`src/rtl/wdg_pkg.sv`:
```
package wdg_pkg;
   typedef enum logic [2:0] {
      SEL_BASE = 3'd0,
      SEL_OFF  = 3'd1,
      SEL_INC  = 3'd2,
      SEL_FSZ  = 3'd3,
      SEL_WPL  = 3'd4,
      SEL_CTRL = 3'd5
   } cfg_sel_e;

   localparam int CTRL_EN2D = 0;
   localparam int CTRL_P24  = 1;
   localparam int CTRL_UPD  = 2;
endpackage

```
`src/rtl/wdg_off_fix.sv`:
```
module wdg_off_fix #(
   parameter int OFF_W   = 5,
   parameter bit HAS_P24 = 1'b1
) (
   input  logic [OFF_W-1:0] off_in,
   input  logic             p24,
   output logic [OFF_W-1:0] off_out
);
   generate
      if (OFF_W < 4) begin : g_bad_w
         $error("wdg_off_fix: OFF_W must be at least 4");
      end
      if (HAS_P24) begin : g_p24
         always_comb begin
            if (p24 && (off_in != OFF_W'(0)) && (off_in != OFF_W'(8)))
               off_out = '0;
            else
               off_out = off_in;
         end
         always_comb begin
            if (p24 === 1'b1)
               AST_P24_LEGAL: assert (off_out == OFF_W'(0) || off_out == OFF_W'(8));
         end
      end else begin : g_raw
         logic unused_p24;
         assign unused_p24 = p24;
         assign off_out    = off_in;
      end
   endgenerate
endmodule

```
`src/rtl/wdg_cfg.sv`:
```
module wdg_cfg
   import wdg_pkg::*;
#(
   parameter int CFG_DW  = 32,
   parameter int WA_W    = 30,
   parameter int INC_W   = 12,
   parameter int FSZ_W   = 16,
   parameter int LPL_W   = 12,
   parameter int OFF_W   = 5,
   parameter bit HAS_P24 = 1'b1
) (
   input  logic              clk,
   input  logic              rst_n,
   input  logic              we,
   input  logic [2:0]        sel,
   input  logic [CFG_DW-1:0] wdata,
   input  logic              go,
   output logic [WA_W-1:0]   nxt_base,
   output logic              nxt_fsz_nz,
   output logic [WA_W-1:0]   act_base,
   output logic [INC_W-1:0]  act_inc,
   output logic [FSZ_W-1:0]  act_fsz,
   output logic [LPL_W-1:0]  act_wpl,
   output logic              act_en2d,
   output logic [OFF_W-1:0]  act_off,
   output logic              pending
);
   logic [WA_W-1:0]  s_base;
   logic [OFF_W-1:0] s_off;
   logic [INC_W-1:0] s_inc;
   logic [FSZ_W-1:0] s_fsz;
   logic [LPL_W-1:0] s_wpl;
   logic             s_en2d, s_p24;
   logic [OFF_W-1:0] fixed_off, s_eff_off;
   logic             upd_req;
   cfg_sel_e         sel_e;

   assign sel_e   = cfg_sel_e'(sel);
   assign upd_req = we && (sel_e == SEL_CTRL) && wdata[CTRL_UPD];

   always_ff @(posedge clk) begin
      if (!rst_n) begin
         s_base <= '0; s_off <= '0; s_inc <= '0; s_fsz <= '0;
         s_wpl  <= '0; s_en2d <= 1'b0; s_p24 <= 1'b0;
      end else if (we) begin
         case (sel_e)
            SEL_BASE: s_base <= wdata[WA_W-1:0];
            SEL_OFF:  s_off  <= wdata[OFF_W-1:0];
            SEL_INC:  s_inc  <= wdata[INC_W-1:0];
            SEL_FSZ:  s_fsz  <= wdata[FSZ_W-1:0];
            SEL_WPL:  s_wpl  <= wdata[LPL_W-1:0];
            SEL_CTRL: begin
               s_en2d <= wdata[CTRL_EN2D];
               s_p24  <= wdata[CTRL_P24];
            end
            default: ;
         endcase
      end
   end

   wdg_off_fix #(.OFF_W(OFF_W), .HAS_P24(HAS_P24)) u_fix (
      .off_in (s_off),
      .p24    (s_p24),
      .off_out(fixed_off)
   );

   assign s_eff_off = s_en2d ? fixed_off : '0;

   assign nxt_base   = pending ? s_base : act_base;
   assign nxt_fsz_nz = pending ? (s_fsz != '0) : (act_fsz != '0);

   always_ff @(posedge clk) begin
      if (!rst_n) begin
         act_base <= '0; act_inc <= '0; act_fsz <= '0; act_wpl <= '0;
         act_en2d <= 1'b0; act_off <= '0;
      end else if (go && pending) begin
         act_base <= s_base;
         act_inc  <= s_inc;
         act_fsz  <= s_fsz;
         act_wpl  <= s_wpl;
         act_en2d <= s_en2d;
         act_off  <= s_eff_off;
      end
   end

   always_ff @(posedge clk) begin
      if (!rst_n)       pending <= 1'b0;
      else if (upd_req) pending <= 1'b1;
      else if (go)      pending <= 1'b0;
   end

   AST_PEND_HOLD: assert property (@(posedge clk) disable iff (!rst_n)
      pending && !go |=> pending);
   AST_LOAD_CLEAR: assert property (@(posedge clk) disable iff (!rst_n)
      go && !upd_req |=> !pending);
   AST_SAME_CYCLE_UPD: assert property (@(posedge clk) disable iff (!rst_n)
      go && upd_req |=> pending);
   AST_ACT_STABLE: assert property (@(posedge clk) disable iff (!rst_n)
      !go |=> $stable(act_base) && $stable(act_fsz) && $stable(act_inc));
endmodule

```
`src/rtl/wdg_walk.sv`:
```
module wdg_walk #(
   parameter int WA_W  = 30,
   parameter int INC_W = 12,
   parameter int FSZ_W = 16,
   parameter int LPL_W = 12
) (
   input  logic             clk,
   input  logic             rst_n,
   input  logic             frame_start,
   input  logic             ready,
   input  logic [WA_W-1:0]  nxt_base,
   input  logic             nxt_fsz_nz,
   input  logic [INC_W-1:0] act_inc,
   input  logic [FSZ_W-1:0] act_fsz,
   input  logic [LPL_W-1:0] act_wpl,
   input  logic             act_en2d,
   output logic             go,
   output logic             valid,
   output logic [WA_W-1:0]  addr_w,
   output logic             line_end,
   output logic             frame_end
);
   logic             run;
   logic [WA_W-1:0]  addr_q;
   logic [FSZ_W-1:0] wcnt;
   logic [LPL_W-1:0] lcnt;
   logic             wcnt_last, lcnt_last, hs, fin, jump;

   assign wcnt_last = ({1'b0, wcnt} + (FSZ_W+1)'(1)) == {1'b0, act_fsz};
   assign lcnt_last = ({1'b0, lcnt} + (LPL_W+1)'(1)) == {1'b0, act_wpl};
   assign hs        = run && ready;
   assign fin       = hs && wcnt_last;
   assign go        = frame_start && (!run || fin);
   assign jump      = act_en2d && lcnt_last;

   always_ff @(posedge clk) begin
      if (!rst_n) begin
         run    <= 1'b0;
         addr_q <= '0;
         wcnt   <= '0;
         lcnt   <= '0;
      end else if (go) begin
         run    <= nxt_fsz_nz;
         addr_q <= nxt_base;
         wcnt   <= '0;
         lcnt   <= '0;
      end else if (hs) begin
         if (wcnt_last) begin
            run <= 1'b0;
         end else begin
            wcnt <= wcnt + FSZ_W'(1);
            if (jump) begin
               addr_q <= addr_q + WA_W'(act_inc);
               lcnt   <= '0;
            end else begin
               addr_q <= addr_q + WA_W'(1);
               lcnt   <= lcnt + LPL_W'(1);
            end
         end
      end
   end

   assign valid     = run;
   assign addr_w    = addr_q;
   assign frame_end = run && wcnt_last;
   assign line_end  = run && (wcnt_last || jump);

   AST_STALL_HOLD: assert property (@(posedge clk) disable iff (!rst_n)
      valid && !ready |=> valid && $stable(addr_w) && $stable(line_end));
   AST_STEP_ONE: assert property (@(posedge clk) disable iff (!rst_n)
      valid && ready && !line_end |=> valid && (addr_w == $past(addr_w) + WA_W'(1)));
   AST_LINE_GAP: assert property (@(posedge clk) disable iff (!rst_n)
      valid && ready && line_end && !frame_end
      |=> addr_w == $past(addr_w) + WA_W'($past(act_inc)));
   AST_FE_IS_LE: assert property (@(posedge clk) disable iff (!rst_n)
      frame_end |-> line_end);
   AST_END_DROPS: assert property (@(posedge clk) disable iff (!rst_n)
      valid && ready && frame_end && !frame_start |=> !valid);
   AST_MID_IGNORE: assert property (@(posedge clk) disable iff (!rst_n)
      valid && !frame_end && frame_start |=> valid);
endmodule

```
`src/rtl/wdma_addr_gen.sv`:
```
module wdma_addr_gen #(
   parameter int ADDR_W    = 32,
   parameter int CFG_DW    = 32,
   parameter int WORD_BITS = 32,
   parameter int INC_W     = 12,
   parameter int FSZ_W     = 16,
   parameter int LPL_W     = 12,
   parameter bit HAS_P24   = 1'b1
) (
   input  logic              clk,
   input  logic              rst_n,
   input  logic              cfg_we,
   input  logic [2:0]        cfg_sel,
   input  logic [CFG_DW-1:0] cfg_wdata,
   input  logic              frame_start,
   input  logic              addr_ready,
   output logic              addr_valid,
   output logic [ADDR_W-1:0] addr,
   output logic              line_end,
   output logic              frame_end,
   output logic [$clog2(WORD_BITS)-1:0] pix_off,
   output logic              upd_pending
);
   localparam int WA_W  = ADDR_W - 2;
   localparam int OFF_W = $clog2(WORD_BITS);

   generate
      if (WORD_BITS != 32) begin : g_bad_word
         $error("wdma_addr_gen: word addressing assumes 32-bit words");
      end
      if (ADDR_W < 8 || ADDR_W > 32) begin : g_bad_addr
         $error("wdma_addr_gen: ADDR_W out of range");
      end
      if (WA_W > CFG_DW || INC_W > WA_W || FSZ_W > CFG_DW || LPL_W > CFG_DW) begin : g_bad_fld
         $error("wdma_addr_gen: field wider than its register or the address");
      end
   endgenerate

   logic [WA_W-1:0]  nxt_base, act_base, addr_w;
   logic             nxt_fsz_nz, act_en2d, go;
   logic [INC_W-1:0] act_inc;
   logic [FSZ_W-1:0] act_fsz;
   logic [LPL_W-1:0] act_wpl;
   logic [OFF_W-1:0] act_off;
   logic [WA_W-1:0]  unused_base;

   wdg_cfg #(
      .CFG_DW(CFG_DW), .WA_W(WA_W), .INC_W(INC_W), .FSZ_W(FSZ_W),
      .LPL_W(LPL_W), .OFF_W(OFF_W), .HAS_P24(HAS_P24)
   ) u_cfg (
      .clk(clk), .rst_n(rst_n), .we(cfg_we), .sel(cfg_sel), .wdata(cfg_wdata),
      .go(go), .nxt_base(nxt_base), .nxt_fsz_nz(nxt_fsz_nz),
      .act_base(act_base), .act_inc(act_inc), .act_fsz(act_fsz),
      .act_wpl(act_wpl), .act_en2d(act_en2d), .act_off(act_off),
      .pending(upd_pending)
   );

   assign unused_base = act_base;

   wdg_walk #(
      .WA_W(WA_W), .INC_W(INC_W), .FSZ_W(FSZ_W), .LPL_W(LPL_W)
   ) u_walk (
      .clk(clk), .rst_n(rst_n), .frame_start(frame_start), .ready(addr_ready),
      .nxt_base(nxt_base), .nxt_fsz_nz(nxt_fsz_nz), .act_inc(act_inc),
      .act_fsz(act_fsz), .act_wpl(act_wpl), .act_en2d(act_en2d),
      .go(go), .valid(addr_valid), .addr_w(addr_w),
      .line_end(line_end), .frame_end(frame_end)
   );

   assign addr    = {addr_w, 2'b00};
   assign pix_off = act_off;

   AST_START_BASE: assert property (@(posedge clk) disable iff (!rst_n)
      go && nxt_fsz_nz |=> addr_valid && (addr[1:0] == 2'b00));
   AST_OFF_ZERO_1D: assert property (@(posedge clk) disable iff (!rst_n)
      !act_en2d |-> pix_off == '0);
endmodule

```
`config.mk`:
```
export PLATFORM = sky130hd
export DESIGN_NAME = wdma_addr_gen
export DESIGN_NICKNAME = d
export VERILOG_FILES = /design/src/rtl/wdg_pkg.sv /design/src/rtl/wdg_off_fix.sv /design/src/rtl/wdg_cfg.sv /design/src/rtl/wdg_walk.sv /design/src/rtl/wdma_addr_gen.sv
export SDC_FILE = /design/constraint.sdc
export NUM_CORES = 1
export LEC_CHECK = 0
export BUFFER_PORTS_ARGS = -buffer_cell sky130_fd_sc_hd__clkbuf_2
export CAP_MARGIN = 10
export CORE_UTILIZATION = 60
export CTS_CLUSTER_DIAMETER = 60
export DETAILED_ROUTE_END_ITERATION = 12
export PLACE_DENSITY_LB_ADDON = 0.3
export RECOVER_POWER = 50
export SYNTH_ARGS = -nofsm -noshare
export SYNTH_HDL_FRONTEND = slang
export SYNTH_SLANG_ARGS = --single-unit
```
`constraint.sdc`:
```
create_clock -name clk -period 14.4 [get_ports clk]
set_clock_uncertainty 0.1 [all_clocks]
set_input_delay 4.32 -clock clk [delete_from_list [all_inputs] [get_ports clk]]
set_output_delay 4.32 -clock clk [all_outputs]
set_load 0.005 [all_outputs]
```
# Word-level counts from Yosys, hierarchy flattened
# Index checks and enable logic that the tools add are counted.
# totals
in_bits	40
rom_bits	0
ff_bits	213
ramBits	0
latchBits	0
elab_cells	80
output_inout_bits	41
n_memories	0
# op_classes
order_cmp	0
mux	14
add_sub_neg	6
div_mod_pow	0
bitwise_logic	2
n_reduce_logical	31
shifts	0
n_eq_ne	9
mul	0
# ops
operator	count
$mux W30	5
$reduce_bool A16 Y1	2
$add A30 B1 Y30 const B	1
$add A30 B12 Y30	1
$reduce_and A2 Y1	9
$add A16 B1 Y17 const B	1
$eq A17 B16 Y1	1
$add A16 B1 Y16 const B	1
$add A12 B1 Y13 const B	1
$eq A13 B12 Y1	1
$add A12 B1 Y12 const B	1
$mux W12	1
$logic_and A1 B1 Y1	11
$mux W5	2
$eq A3 B2 Y1 const B	2
$eq A3 B3 Y1 const B	2
$mux W1	6
$reduce_bool A2 Y1	3
$ne A5 B4 Y1 const B	1
$reduce_bool A5 Y1	1
$eq A3 B1 Y1 const B	1
$logic_not A3 Y1	1
$logic_or A1 B1 Y1	2
$ne A2 B2 Y1 const B	1
other kinds (3)	4

# Longest topological paths before layout
# Gate-level depths: netlist of run 1.
# logic_depth
depth_word	7
depth_mapped	18
depth_no_buf	17

# By module
# Synthesis of run 1 repeated with hierarchy kept, for this count alone.
# hier_totals
hier_cells	1306
area_unflattened_um2	10697.8
# modules_own_cells
mod	area_per_inst_um2	seq_area_each_um2	n_inst	cells_each
wdg_cfg	6165.9	3083.0	1	720
wdg_walk	4473.0	1181.1	1	577
wdg_off_fix	40.0	0.0	1	6
wdma_addr_gen	18.8	0.0	1	3

# Least setup slack after synthesis of run 1
# No wires, ideal clock.
# synth_path
path_kind	register to output
startpoint	reg u_walk.wcnt[0]
endpoint	out frame_end
arrival_ns	2.636
t_required_ns	9.980
stages_incl_launch_ff	8
n_path_buf	0
setup_slack_ns	7.344
cell_sequence	dfxtp_1 ha_1 nand3_2 or3_1 or4_1 and3_1 nor4_1 and2_1
# synth_between
elab_chain_len	3
# synth_lines
element	line	text
start: declaration	wdg_walk.sv:25	logic [FSZ_W-1:0] wcnt;
start signal: assignment	wdg_walk.sv:51	wcnt <= wcnt + FSZ_W'(1);
$add A16 B1 Y17	wdg_walk.sv:29	assign wcnt_last = ({1'b0, wcnt} + (FSZ_W+1)'(1)) == {1'b0, act_fsz};
$eq A17 B16 Y1	wdg_walk.sv:29	
$logic_and A1 B1 Y1	wdg_walk.sv:65	assign frame_end = run && wcnt_last;
end: declaration	wdma_addr_gen.sv:20	output logic frame_end,
# Every way passes these cells.

# Worst setup path in the final report of run 1
# layout_path
startpoint	in rst_n
endpoint	reg u_cfg.act_base[27]
# layout_rtl
element	line	text
start: declaration	wdma_addr_gen.sv:11	input logic rst_n,
end signal: assignment	wdg_cfg.sv:77	act_base <= s_base;
end: declaration	wdg_cfg.sv:20	output logic [WA_W-1:0] act_base,
# No word-level cell between the ends.

==> metrics.csv, run 1 <==
metric,value,unit
hold_start,u_cfg.act_inc[8],
leakagePower,0.004295,µW
fp.coreArea,16520,µm²
cp_slowest_cell,clkbuf_1,
path_clk_slew,0.06,ns
dieArea,17380,µm²
crit_path_end_kind,flop,
syn_area,10110,µm²
nets,1310,
grt_max_degree,106,
die_h,131.8,µm
syn_to_final_growth,12.09,%
synthCells,1220,
drv_slew,235,
power.share.switching,22.14,%
maxCapViolations,3,
p_switching,286.8,µW
powerDensity,114.3,nW/µm²
num_rows,47,
drc,0,
die_w,131.8,µm
hold_class,flop to flop,
avgViaCountPerCell,6.003,
worst_path_most_repeated_cell,clkbuf_1,
worst_skew_pair.late_latency,0.52,ns
violations,"capacitance limit, slew limit",
initial_utilization,61.19,%
ir_drop,0.08656,mV
clock.fmax,102.6,MHz
cp_max_fo,105,
rsz0062_at_grt,no,
wirelength,24830,µm
syn_area_per_cell,8.289,µm²
via_count,8957,
fin_crit_sh,67.67,%
critPathArrivalTime,9.84,ns
grt_remaining_overflow,0,
place_congestion,0.8503,
first_iter_violations,658,
clk_path_buf_depth,3,
critPathKind,primary input to flop,
r2r_slack,8.72,ns
first_global_vias,8374,
slew_headroom,-207.2,%
grt_use_total,28.75,%
finalCriticalPeriod,9.745,ns
async_flop_share,0,%
finalSetupViolations,0,
holdWs,0.3481,ns
synth_flop_cell,dfxtp_1,
cts_sinks,213,
pwr-share-comb,4.0,%
critical_path_buf_inv_count,3,
timing.rr.end,u_walk.addr_w[22],
first_pass_iters,5,
critPathLaunchType,primary input,
cts_setup_buffers,0,
hpwlAfterDp,15720,µm
post_cts_resized,0,
antenna_found_initial,0,
yosysSeqAreaShare,42.17,%
wl_per_cell,16.64,µm
io_buffers,76,
synth_edf_count,0,
final_common_cell,nand2_1,
cts_tree,built,
layout_common_cells,"nand2_1 (217), dfxtp_1 (212), a21oi_1 (154)",
diodes,0,
ys_ff_latch,213,
holdBufCountCts,0,
tns,0,ns
timing.rr.start,u_walk.lcnt[0],
numCtsBuffers,23,
yosysUniqueCellTypes,76,
cp_slowest_stage_delay,3.31,ns
pwr-share-seq,46.4,%
whs_endpoint,u_cfg.act_inc[8],
status,"finished, violations left",
required,14.49,ns
io_pins,81,
ant_nets,0,
holdPathStages,2,
synth_warnings,0,
crit_path_cell_trace,"clkbuf_1, clkinvlp_2, clkbuf_1, nor2_1",
h-tree-depth,1,
p_clk_share,49.6,%
grt_pass1_wl,41610,µm
reg2reg_depth,17,
p_int,1009,µW
max_slew.worst_pin.slew,4.609,ns
worst_path_dominant_cell_family,buffers and inverters,
clock-root-buffer,clkbuf_16,
final_hold_viol_count,0,
layout-drive-gt1-share,11.71,%
## flip-flops by register name, summed over array words and instances, names as in the netlist
signal / flops
u_cfg.s_base: 30
u_cfg.s_fsz: 16
u_walk.addr_w: 30
u_cfg.s_off: 5
u_walk.valid: 1
u_cfg.act_fsz: 16
u_cfg.s_wpl: 12
u_cfg.s_p24: 1
u_walk.lcnt: 12
u_cfg.pending: 1
u_cfg.s_inc: 12
u_cfg.act_off: 5
u_cfg.act_en2d: 1
u_cfg.act_inc: 12
u_cfg.act_wpl: 12
u_walk.wcnt: 16
u_cfg.s_en2d: 1
u_cfg.act_base: 30
## cells by family after synthesis
| family | share of synthesized area [%] |
|---|---|
| DFF | 42.17 |
| muxes | 8.327 |
| xor gates and xnor gates | 5.630 |
| adders and majority gates | 1.930 |
| buffers and inverters | 3.712 |
| other | 0.03708 |
| and+or+nand+nor | 22.69 |
| AOI/OAI and AO/OA | 15.50 |
## worst reg2reg max path: stages, from the launching register on
cell and delay, ns:
dfxtp_1 0.42, ha_1 0.28, nand3_1 0.21, nor3_1 0.40, xnor2_1 0.12, or4_1 0.46
nor4_4 0.43, buf_4 0.37, nand2b_1 0.13, ha_1 0.24, fa_1 0.41, a21oi_1 0.23
o21ai_0 0.21, a41o_1 0.32, o41a_1 0.48, a41o_1 0.30, a21oi_1 0.18, a2111oi_2 0.07
## power groups by stage
stage / clock network [µW] / registers, µW / logic (µW)
finish: 642 / 601 / 52.3
global placement: 0 / 614 / 50.7
CTS: 648 / 601 / 52.0
detailed placement: 0 / 614 / 51.3
global route: 676 / 601 / 56.6
floorplan: 0 / 613 / 32.9
## synth_stat cells, types with 16 or more instances
master / instances / area share (%)
buf_2: 17 / 0.84
nor2_1: 111 / 4.1
and2_1: 16 / 0.99
a21oi_1: 154 / 7.6
dfxtp_1: 213 / 42
mux2_2: 17 / 1.9
nor3_1: 22 / 1.1
o21ai_0: 24 / 1.2
nand3_1: 50 / 2.5
nand2_1: 216 / 8.0
mux2i_1: 65 / 6.4
xnor2_1: 50 / 4.3
clkbuf_1: 49 / 1.8
## worst max path at each step
stage                        start                  to  slack, ns  cells after the start
floorplan           u_walk.wcnt[0]           frame_end       7.34                      7
global placement    u_walk.wcnt[0]           frame_end       6.98                      9
detailed placement  u_walk.wcnt[0]           frame_end       6.95                      9
CTS                 u_walk.wcnt[0]           frame_end       6.41                      9
global route                 rst_n  u_cfg.act_base[27]       4.24                      4
finish                       rst_n  u_cfg.act_base[27]       4.66                      4
## metrics by stage
stage	util [%]	setup WS, ns	area (µm²)	power [µW]	cells
after CTS	68.81	6.409	11370	1301	1492
after detailed placement	63.79	6.951	10540	665.2	1450
after global placement	63.79	6.977	10540	664.3	1450
final	68.59	4.655	11330	1295	1492
after global routing	68.59	4.236	11330	1334	1492
after floorplan	-	7.344	10120	645.4	1221
## layer usage
layer	global-route usage, %	wire [µm]	vias up
met5	0	0	-
met4	9.432	582	0
met3	4.268	1595	51
met2	47.74	11660	274
met1	38.35	10990	4288
li1	-	-	4344
## area by class of cell
| class | instances | area [µm²] |
|---|---|---|
| Timing Repair Buffer | 84 | 422.9 |
| Sequential cell | 213 | 4265 |
| Inverter | 12 | 46.29 |
| Clock inverter | 15 | 209.0 |
| Multi-Input combinational cell | 921 | 5495 |
| Tap cell | 220 | 275.3 |
| Fill cell | 1332 | 5190 |
| Clock buffer | 27 | 620.6 |
No activity file was read; power rests on OpenSTA's default activity.
==> run 2, diff against run 1 <==
--- a/config.mk
+++ b/config.mk
@@ -5,9 +5,10 @@
 export SDC_FILE = /design/constraint.sdc
 export NUM_CORES = 1
 export LEC_CHECK = 0
+export ABC_AREA = 1
 export BUFFER_PORTS_ARGS = -buffer_cell sky130_fd_sc_hd__clkbuf_2
 export CAP_MARGIN = 10
-export CORE_UTILIZATION = 60
+export CORE_UTILIZATION = 55
 export CTS_CLUSTER_DIAMETER = 60
 export DETAILED_ROUTE_END_ITERATION = 12
 export PLACE_DENSITY_LB_ADDON = 0.3
==> constraint.sdc (replaced) <==
create_clock -name clk -period 8.8 [get_ports clk]
set_clock_uncertainty 0.1 [all_clocks]
set_input_delay 2.64 -clock clk [delete_from_list [all_inputs] [get_ports clk]]
set_output_delay 2.64 -clock clk [all_outputs]
set_load 0.005 [all_outputs]
==> run 2 against run 1 <==
  * The flow still finishes with violations (capacitance limit, slew limit)
  * Critical path depth rose by 1
  * Utilization fell by 5.6 points
  * Non-clock buffer count rose by 5
  * Sequential power rose by 68%
  * Largest cell class unchanged
  * Clock power rose by 54%
  * Global-route usage fell by 0.18 points
  * Worst hold slack improved by 0.010 ns
  * Die area rose by 16%
  * Setup slack got worse by 2.6 ns
  * Register-to-register slack got worse by 5.3 ns
  * First-iteration DRC count rose by 45%
==> metrics.csv, run 2 <==
metric,value,unit,change
regArea,4264,µm²,about the same
synth_flop_cell,dfxtp_1,,
clk_path_buf_depth,3,,unchanged
syn_to_final_growth,10.96,%,
async_flop_share,0,%,unchanged
path_clk_slew,0.06,ns,about the same
die_w,141.9,µm,+7.7%
netlist_top_cells_count,"nand2_1 (381), nor2_1 (281), dfxtp_1 (213)",,
critPathLaunchType,primary input,,
multi_input_area,5584,µm²,+1.6%
yosysUniqueCellTypes,45,,-41%
worst_skew_pair.late_latency,0.51,ns,about the same
fillCellCount,1745,,+31%
cts_setup_buffers,0,,unchanged
status,"finished, violations left",,
slew_headroom,-183.9,%,+23 points
hpwlAfterDp,18890,µm,+20%
grt_pass1_wl,46690,µm,+12%
post_cts_resized,0,,unchanged
first_iter_violations,955,,+45%
grt_remaining_overflow,0,,unchanged
synthCells,1632,,+34%
initial_utilization,56.80,%,-4.4 points
tns,0,ns,unchanged
grt_use_total,28.57,%,-0.18 points
finalSetupViolations,0,,unchanged
rsz0062_at_grt,no,,
ant_nets,0,,unchanged
first_global_vias,9351,,+12%
h-tree-depth,1,,unchanged
io_pins,81,,unchanged
drv_slew,184,,-22%
synth_warnings,0,,unchanged
antenna_found_initial,1,,+1
die_h,141.9,µm,+7.7%
yosysTopAreaCell,dfxtp_1,,
ys_ff_latch,213,,unchanged
cp_max_fo,89,,-15%
yosysSeqAreaShare,39.60,%,-2.6 points
critPathArrivalTime,6.83,ns,-3.01 ns
avgViaCountPerCell,5.417,,-9.8%
wl_per_cell,14.81,µm,-11%
num_rows,50,,+6.4%
maxCapViolations,4,,+1
syn_area_per_cell,6.597,µm²,-20%
leakagePower,0.004991,µW,+16%
clock.fmax,148.6,MHz,
nets,1724,,+32%
required,8.90,ns,-5.59 ns
dieArea,20140,µm²,+16%
drc,0,,unchanged
cts_tree,built,,
critPathKind,primary input to flop,,
grt_max_degree,99,,-6.6%
fp.coreArea,18960,µm²,+15%
yosys-top-cells-area,"dfxtp_1 (40%), nand2_1 (13%), nor2_1 (9.8%)",,
io_buffers,76,,unchanged
place_congestion,0.9780,,+15%
ir_drop,0.1869,mV,+120%
numCtsBuffers,24,,+4.3%
synth_edf_count,0,,unchanged
powerDensity,178.1,nW/µm²,+56%
finalCriticalPeriod,6.729,ns,
crit_path_end_kind,flop,,
layout_common_cells,"nand2_1 (382), nor2_1 (281), dfxtp_1 (213)",,
clock-root-buffer,clkbuf_16,,
cts_sinks,213,,unchanged
via_count,10550,,+18%
fin_crit_sh,76.46,%,
yosysMostFrequentCell,nand2_1,,
synth_top_area_share,39.60,%,-2.6 points
violations,"capacitance limit, slew limit",,
final_common_cell,nand2_1,,
holdBufCountCts,0,,unchanged
wirelength,28840,µm,+16%
final_hold_viol_count,0,,unchanged
holdWs,0.3584,ns,+0.01030 ns
first_pass_iters,5,,unchanged
hold_class,flop to flop,,
layout-drive-gt1-share,7.291,%,-4.4 points
max_slew.worst_pin.slew,4.259,ns,-0.3497 ns
syn_area,10770,µm²,+6.5%
run 2: cell types whose count changed after synthesis, moves of 40 or more:
cell,delta
inv_1,+131
a21oi_1,-40
nor2_1,+170
nand2_1,+165
mux2i_1,-59
o21ai_0,+127
nand3_1,+58
run 2: power by group:
group	total, µW	switching (µW)	internal [µW]	leakage (µW)
registers	1010	20.9	988	0.00173
clock network	987	403	584	0.000382
logic	132	88.4	43.2	0.00288
total	2130	512	1610	0.00499
run 2: path summary, 6_finish.rpt:
check	startpoint	to	slack [ns]	depth (start not counted)
max	rst_n	u_cfg.act_base[6]	2.07	5
min	u_cfg.s_inc[4]	u_cfg.act_inc[4]	0.36	2
max reg2reg	u_walk.wcnt[0]	u_cfg.pending	3.44	16
min reg2reg	u_cfg.s_inc[4]	u_cfg.act_inc[4]	0.36	2
run 2: through the flow:
step / total power [µW] / instance area [µm²] / util, % / setup slack (ns) / std cells
after floorplan: 1109 / 10770 / - / 4.113 / 1633
after global placement: 1157 / 11210 / 59.13 / 3.616 / 1903
after detailed placement: 1159 / 11210 / 59.13 / 3.513 / 1903
after CTS: 2136 / 11990 / 63.25 / 2.973 / 1947
after global routing: 2197 / 11940 / 63.01 / 1.664 / 1947
final: 2127 / 11950 / 63.02 / 2.071 / 1948
run 2: routing by layer:
layer  share of wire (%)  GRT usage [%]  vias to the layer above
met5                   0              0                        -
met4                 1.7          6.338                        0
met3                 7.2          4.320                       42
met2                  44          44.28                      346
met1                  47          41.72                     4841
li1                    -              -                     5324
run 2: layout make-up:
type / instances / share of cell area (%)
multi-input cells: 1194 / 46.74
clock inverters: 9 / 0.6598
inverters: 147 / 4.629
diodes: 1 / 0.02095
repair buffers: 89 / 3.645
clock buffers: 35 / 5.886
well taps: 260 / 2.723
flip-flops and latches: 213 / 35.69
run 2: worst max-delay path: stages:
cell	delay, ns
clkbuf_2	0.08
clkbuf_1	0.51
inv_2	0.29
clkbuf_1	3.00
nor2_1	0.23
run 2: cells by family (layout without fill, tap and decap cells):
kind of cell,count (synthesis),in the layout,share of synthesized area (%)
muxes,6,6,0.5578
and+or+nand+nor,846,846,32.64
DFF,213,213,39.60
buffers and inverters,226,280,8.542
other,1,3,0.03483
xor gates and xnor gates,37,37,3.010
adders and majority gates,15,15,1.813
AOI/OAI and AO/OA,288,288,13.79
==> run 3, diff against run 2 <==
--- a/config.mk
+++ b/config.mk
@@ -8,7 +8,7 @@
 export ABC_AREA = 1
 export BUFFER_PORTS_ARGS = -buffer_cell sky130_fd_sc_hd__clkbuf_2
 export CAP_MARGIN = 10
-export CORE_UTILIZATION = 55
+export CORE_UTILIZATION = 60
 export CTS_CLUSTER_DIAMETER = 60
 export DETAILED_ROUTE_END_ITERATION = 12
 export PLACE_DENSITY_LB_ADDON = 0.3
==> constraint.sdc (replaced) <==
create_clock -name clk -period 6.7 [get_ports clk]
set_clock_uncertainty 0.1 [all_clocks]
set_input_delay 2.01 -clock clk [delete_from_list [all_inputs] [get_ports clk]]
set_output_delay 2.01 -clock clk [all_outputs]
set_load 0.005 [all_outputs]
==> run 3 against run 2 <==
  * Clock power is 47% higher
  * Flip-flop and latch count stayed put
  * Register-to-register slack lost 2.1 ns
  * Combinational power increased by 30%
  * The run still ends with capacitance limit, slew limit left
  * Via count grew 1.8%
  * Total power increased by 38%
  * Setup slack worse by 0.97 ns
  * Worst hold slack better by 0.0017 ns
  * Sequential share of layout area fell by 0.075 points
  * Critical endpoint is now line_end
  * Clock-buffer cell count decreased by 4
  * Wire length is 0.93% lower
  * First-iteration DRC count grew 12%
==> metrics.csv, run 3 (same netlist as run 2, synthesis figures left out) <==
metric,value,unit,change
status,"finished, violations left",,
violations,"capacitance limit, slew limit",,
path_clk_slew,0.06,ns,about the same
fp.coreArea,17420,µm²,-8.1%
holdBufCountCts,0,,unchanged
worst_path_most_repeated_cell,nand2_1,,
finalCriticalPeriod,5.599,ns,
diodes,0,,-1
cp_slowest_stage_delay,0.51,ns,-2.49 ns
leakagePower,0.005010,µW,+0.39%
drc,0,,unchanged
timing.rr.start,u_walk.lcnt[0],,
cp-endpoint,line_end,,
clock.fmax,178.6,MHz,
critPathArrivalTime,3.49,ns,-3.34 ns
crit_path_end_kind,output port,,
ir_drop,0.1884,mV,+0.82%
tns,0,ns,unchanged
worst_skew_pair.late_latency,0.51,ns,about the same
cts_setup_buffers,0,,unchanged
cp_slowest_cell,nand3_1,,
layout_setup_ws,1.101,ns,-0.9698 ns
cts_sinks,213,,unchanged
avgViaCountPerCell,5.622,,+3.8%
grt_remaining_overflow,0,,unchanged
timing.rr.end,u_walk.addr_w[20],,
grt_pass1_wl,45840,µm,-1.8%
r2r_slack,1.38,ns,-2.06 ns
io_pins,81,,unchanged
via_count,10740,,+1.8%
wl_per_cell,14.95,µm,+0.99%
cp.depth,13,,+8
clock-root-buffer,clkbuf_16,,
worst_path_dominant_cell_family,simple AND/OR/NAND/NOR gates,,
drv_slew,221,,+20%
clk_path_buf_depth,3,,unchanged
nets,1723,,-0.058%
reg2reg_depth,25,,+9
first_iter_violations,1074,,+12%
h-tree-depth,1,,unchanged
critPathKind,flop to output port,,
required,4.59,ns,-4.31 ns
critPathLaunchType,flop,,
numCtsBuffers,24,,unchanged
maxCapViolations,3,,-1
layout-drive-gt1-share,6.880,%,-0.41 points
cp_max_fo,13,,-85%
die_h,136.0,µm,-4.2%
rsz0062_at_grt,no,,
io_buffers,76,,unchanged
fin_crit_sh,83.56,%,
grt_use_total,30.78,%,+2.2 points
dp.cells,1867,,-1.9%
final_hold_viol_count,0,,unchanged
crit_path_cell_trace,"ha_1, nand2_1, nor2_1, nand2_1, o21ai_0, nand2_1, xnor2_1, nor3_1, nand3b_1, nor3_1, nand3_1, a21oi_1, clkbuf_2",,
hpwlAfterDp,18820,µm,-0.32%
slew_headroom,-135.8,%,+48 points
ant_nets,0,,unchanged
grt_max_degree,98,,-1.0%
first_global_vias,9354,,+0.032%
powerDensity,245.7,nW/µm²,+38%
post_cts_resized,0,,unchanged
initial_utilization,61.82,%,+5.0 points
max_slew.worst_pin.slew,3.538,ns,-0.7212 ns
critPathLaunch,u_walk.lcnt[0],,
final_common_cell,nand2_1,,
num_rows,48,,-4.0%
die_w,136.0,µm,-4.2%
final-instance-count-excl-fill,1911,,-1.9%
hold_class,flop to flop,,
pre_cts_ws,1.581,ns,-1.932 ns
critical_path_buf_inv_count,1,,-3
finalSetupViolations,0,,unchanged
cts_tree,built,,
dieArea,18480,µm²,-8.2%
antenna_found_initial,0,,-1
first_pass_iters,7,,+2
place_congestion,0.9852,,+0.74%
layout_common_cells,"nand2_1 (382), nor2_1 (281), dfxtp_1 (213)",,
syn_to_final_growth,11.19,%,
fillCellCount,1520,,-13%
wirelength,28580,µm,-0.93%
==> run 3: cell count changes in the layout (fill, tap and decap cells not counted), sizes merged <==
cell    previous run  this run
buf                7         9
diode              1         0
bufinv             1         5
clkbuf           117       110
==> run 3: stage by stage <==
stage	cell area (µm²)	utilization (%)	total power, µW	hold slack [ns]
global route	11970	68.74	3024	0.3832
detailed placement	11160	64.06	1520	0.3524
CTS	12030	69.09	2951	0.3602
finish	11970	68.74	2941	0.3601
global placement	11160	64.06	1516	0.3450
floorplan	10770	-	1457	0.3360
==> run 3: worst min-delay path by stage <==
stage / cells past startpoint / from / to / slack, ns
floorplan: 2 / u_cfg.s_inc[11] / u_cfg.act_inc[11] / 0.34
global placement: 2 / u_cfg.s_base[27] / u_cfg.act_base[27] / 0.34
detailed placement: 2 / u_cfg.s_base[20] / u_cfg.act_base[20] / 0.35
CTS: 2 / u_cfg.s_fsz[8] / u_cfg.act_fsz[8] / 0.36
global route: 2 / u_cfg.act_base[20] / u_cfg.act_base[20] / 0.38
finish: 2 / u_cfg.s_base[27] / u_cfg.act_base[27] / 0.36
==> run 3: cell type report <==
| class | instances | area, µm² | share of cell area (%) |
|---|---|---|---|
| clock inverters | 13 | 198.9 | 1.662 |
| multi-input cells | 1194 | 5572 | 46.54 |
| repair buffers | 88 | 424.2 | 3.543 |
| flip-flops and latches | 213 | 4264 | 35.62 |
| inverters | 147 | 553.0 | 4.620 |
| well taps | 225 | 281.5 | 2.352 |
| clock buffers | 31 | 678.2 | 5.665 |
==> run 3: power by group <==
group | internal, µW | switching, µW | total [µW] | leakage [µW]
registers | 1300 | 27.5 | 1320 | 0.00173
logic | 56.2 | 115 | 171 | 0.00286
clock network | 908 | 537 | 1450 | 0.000428
==> run 3: layer usage <==
layer / GRT usage, % / up-vias / wire length, µm
met2: 47.14 / 451 / 12740
met4: 8.951 / 0 / 615
li1: - / 5324 / -
met3: 5.444 / 54 / 2423
met5: 0 / - / 0
met1: 44.04 / 4915 / 12800
==> run 3: tightest hold or removal path, delay by kind of cell (launching register included) <==
kind | cells | cell delay, ns
DFF | 1 | 0.31
and+or+nand+nor | 1 | 0.06
AOI/OAI and AO/OA | 1 | 0.05
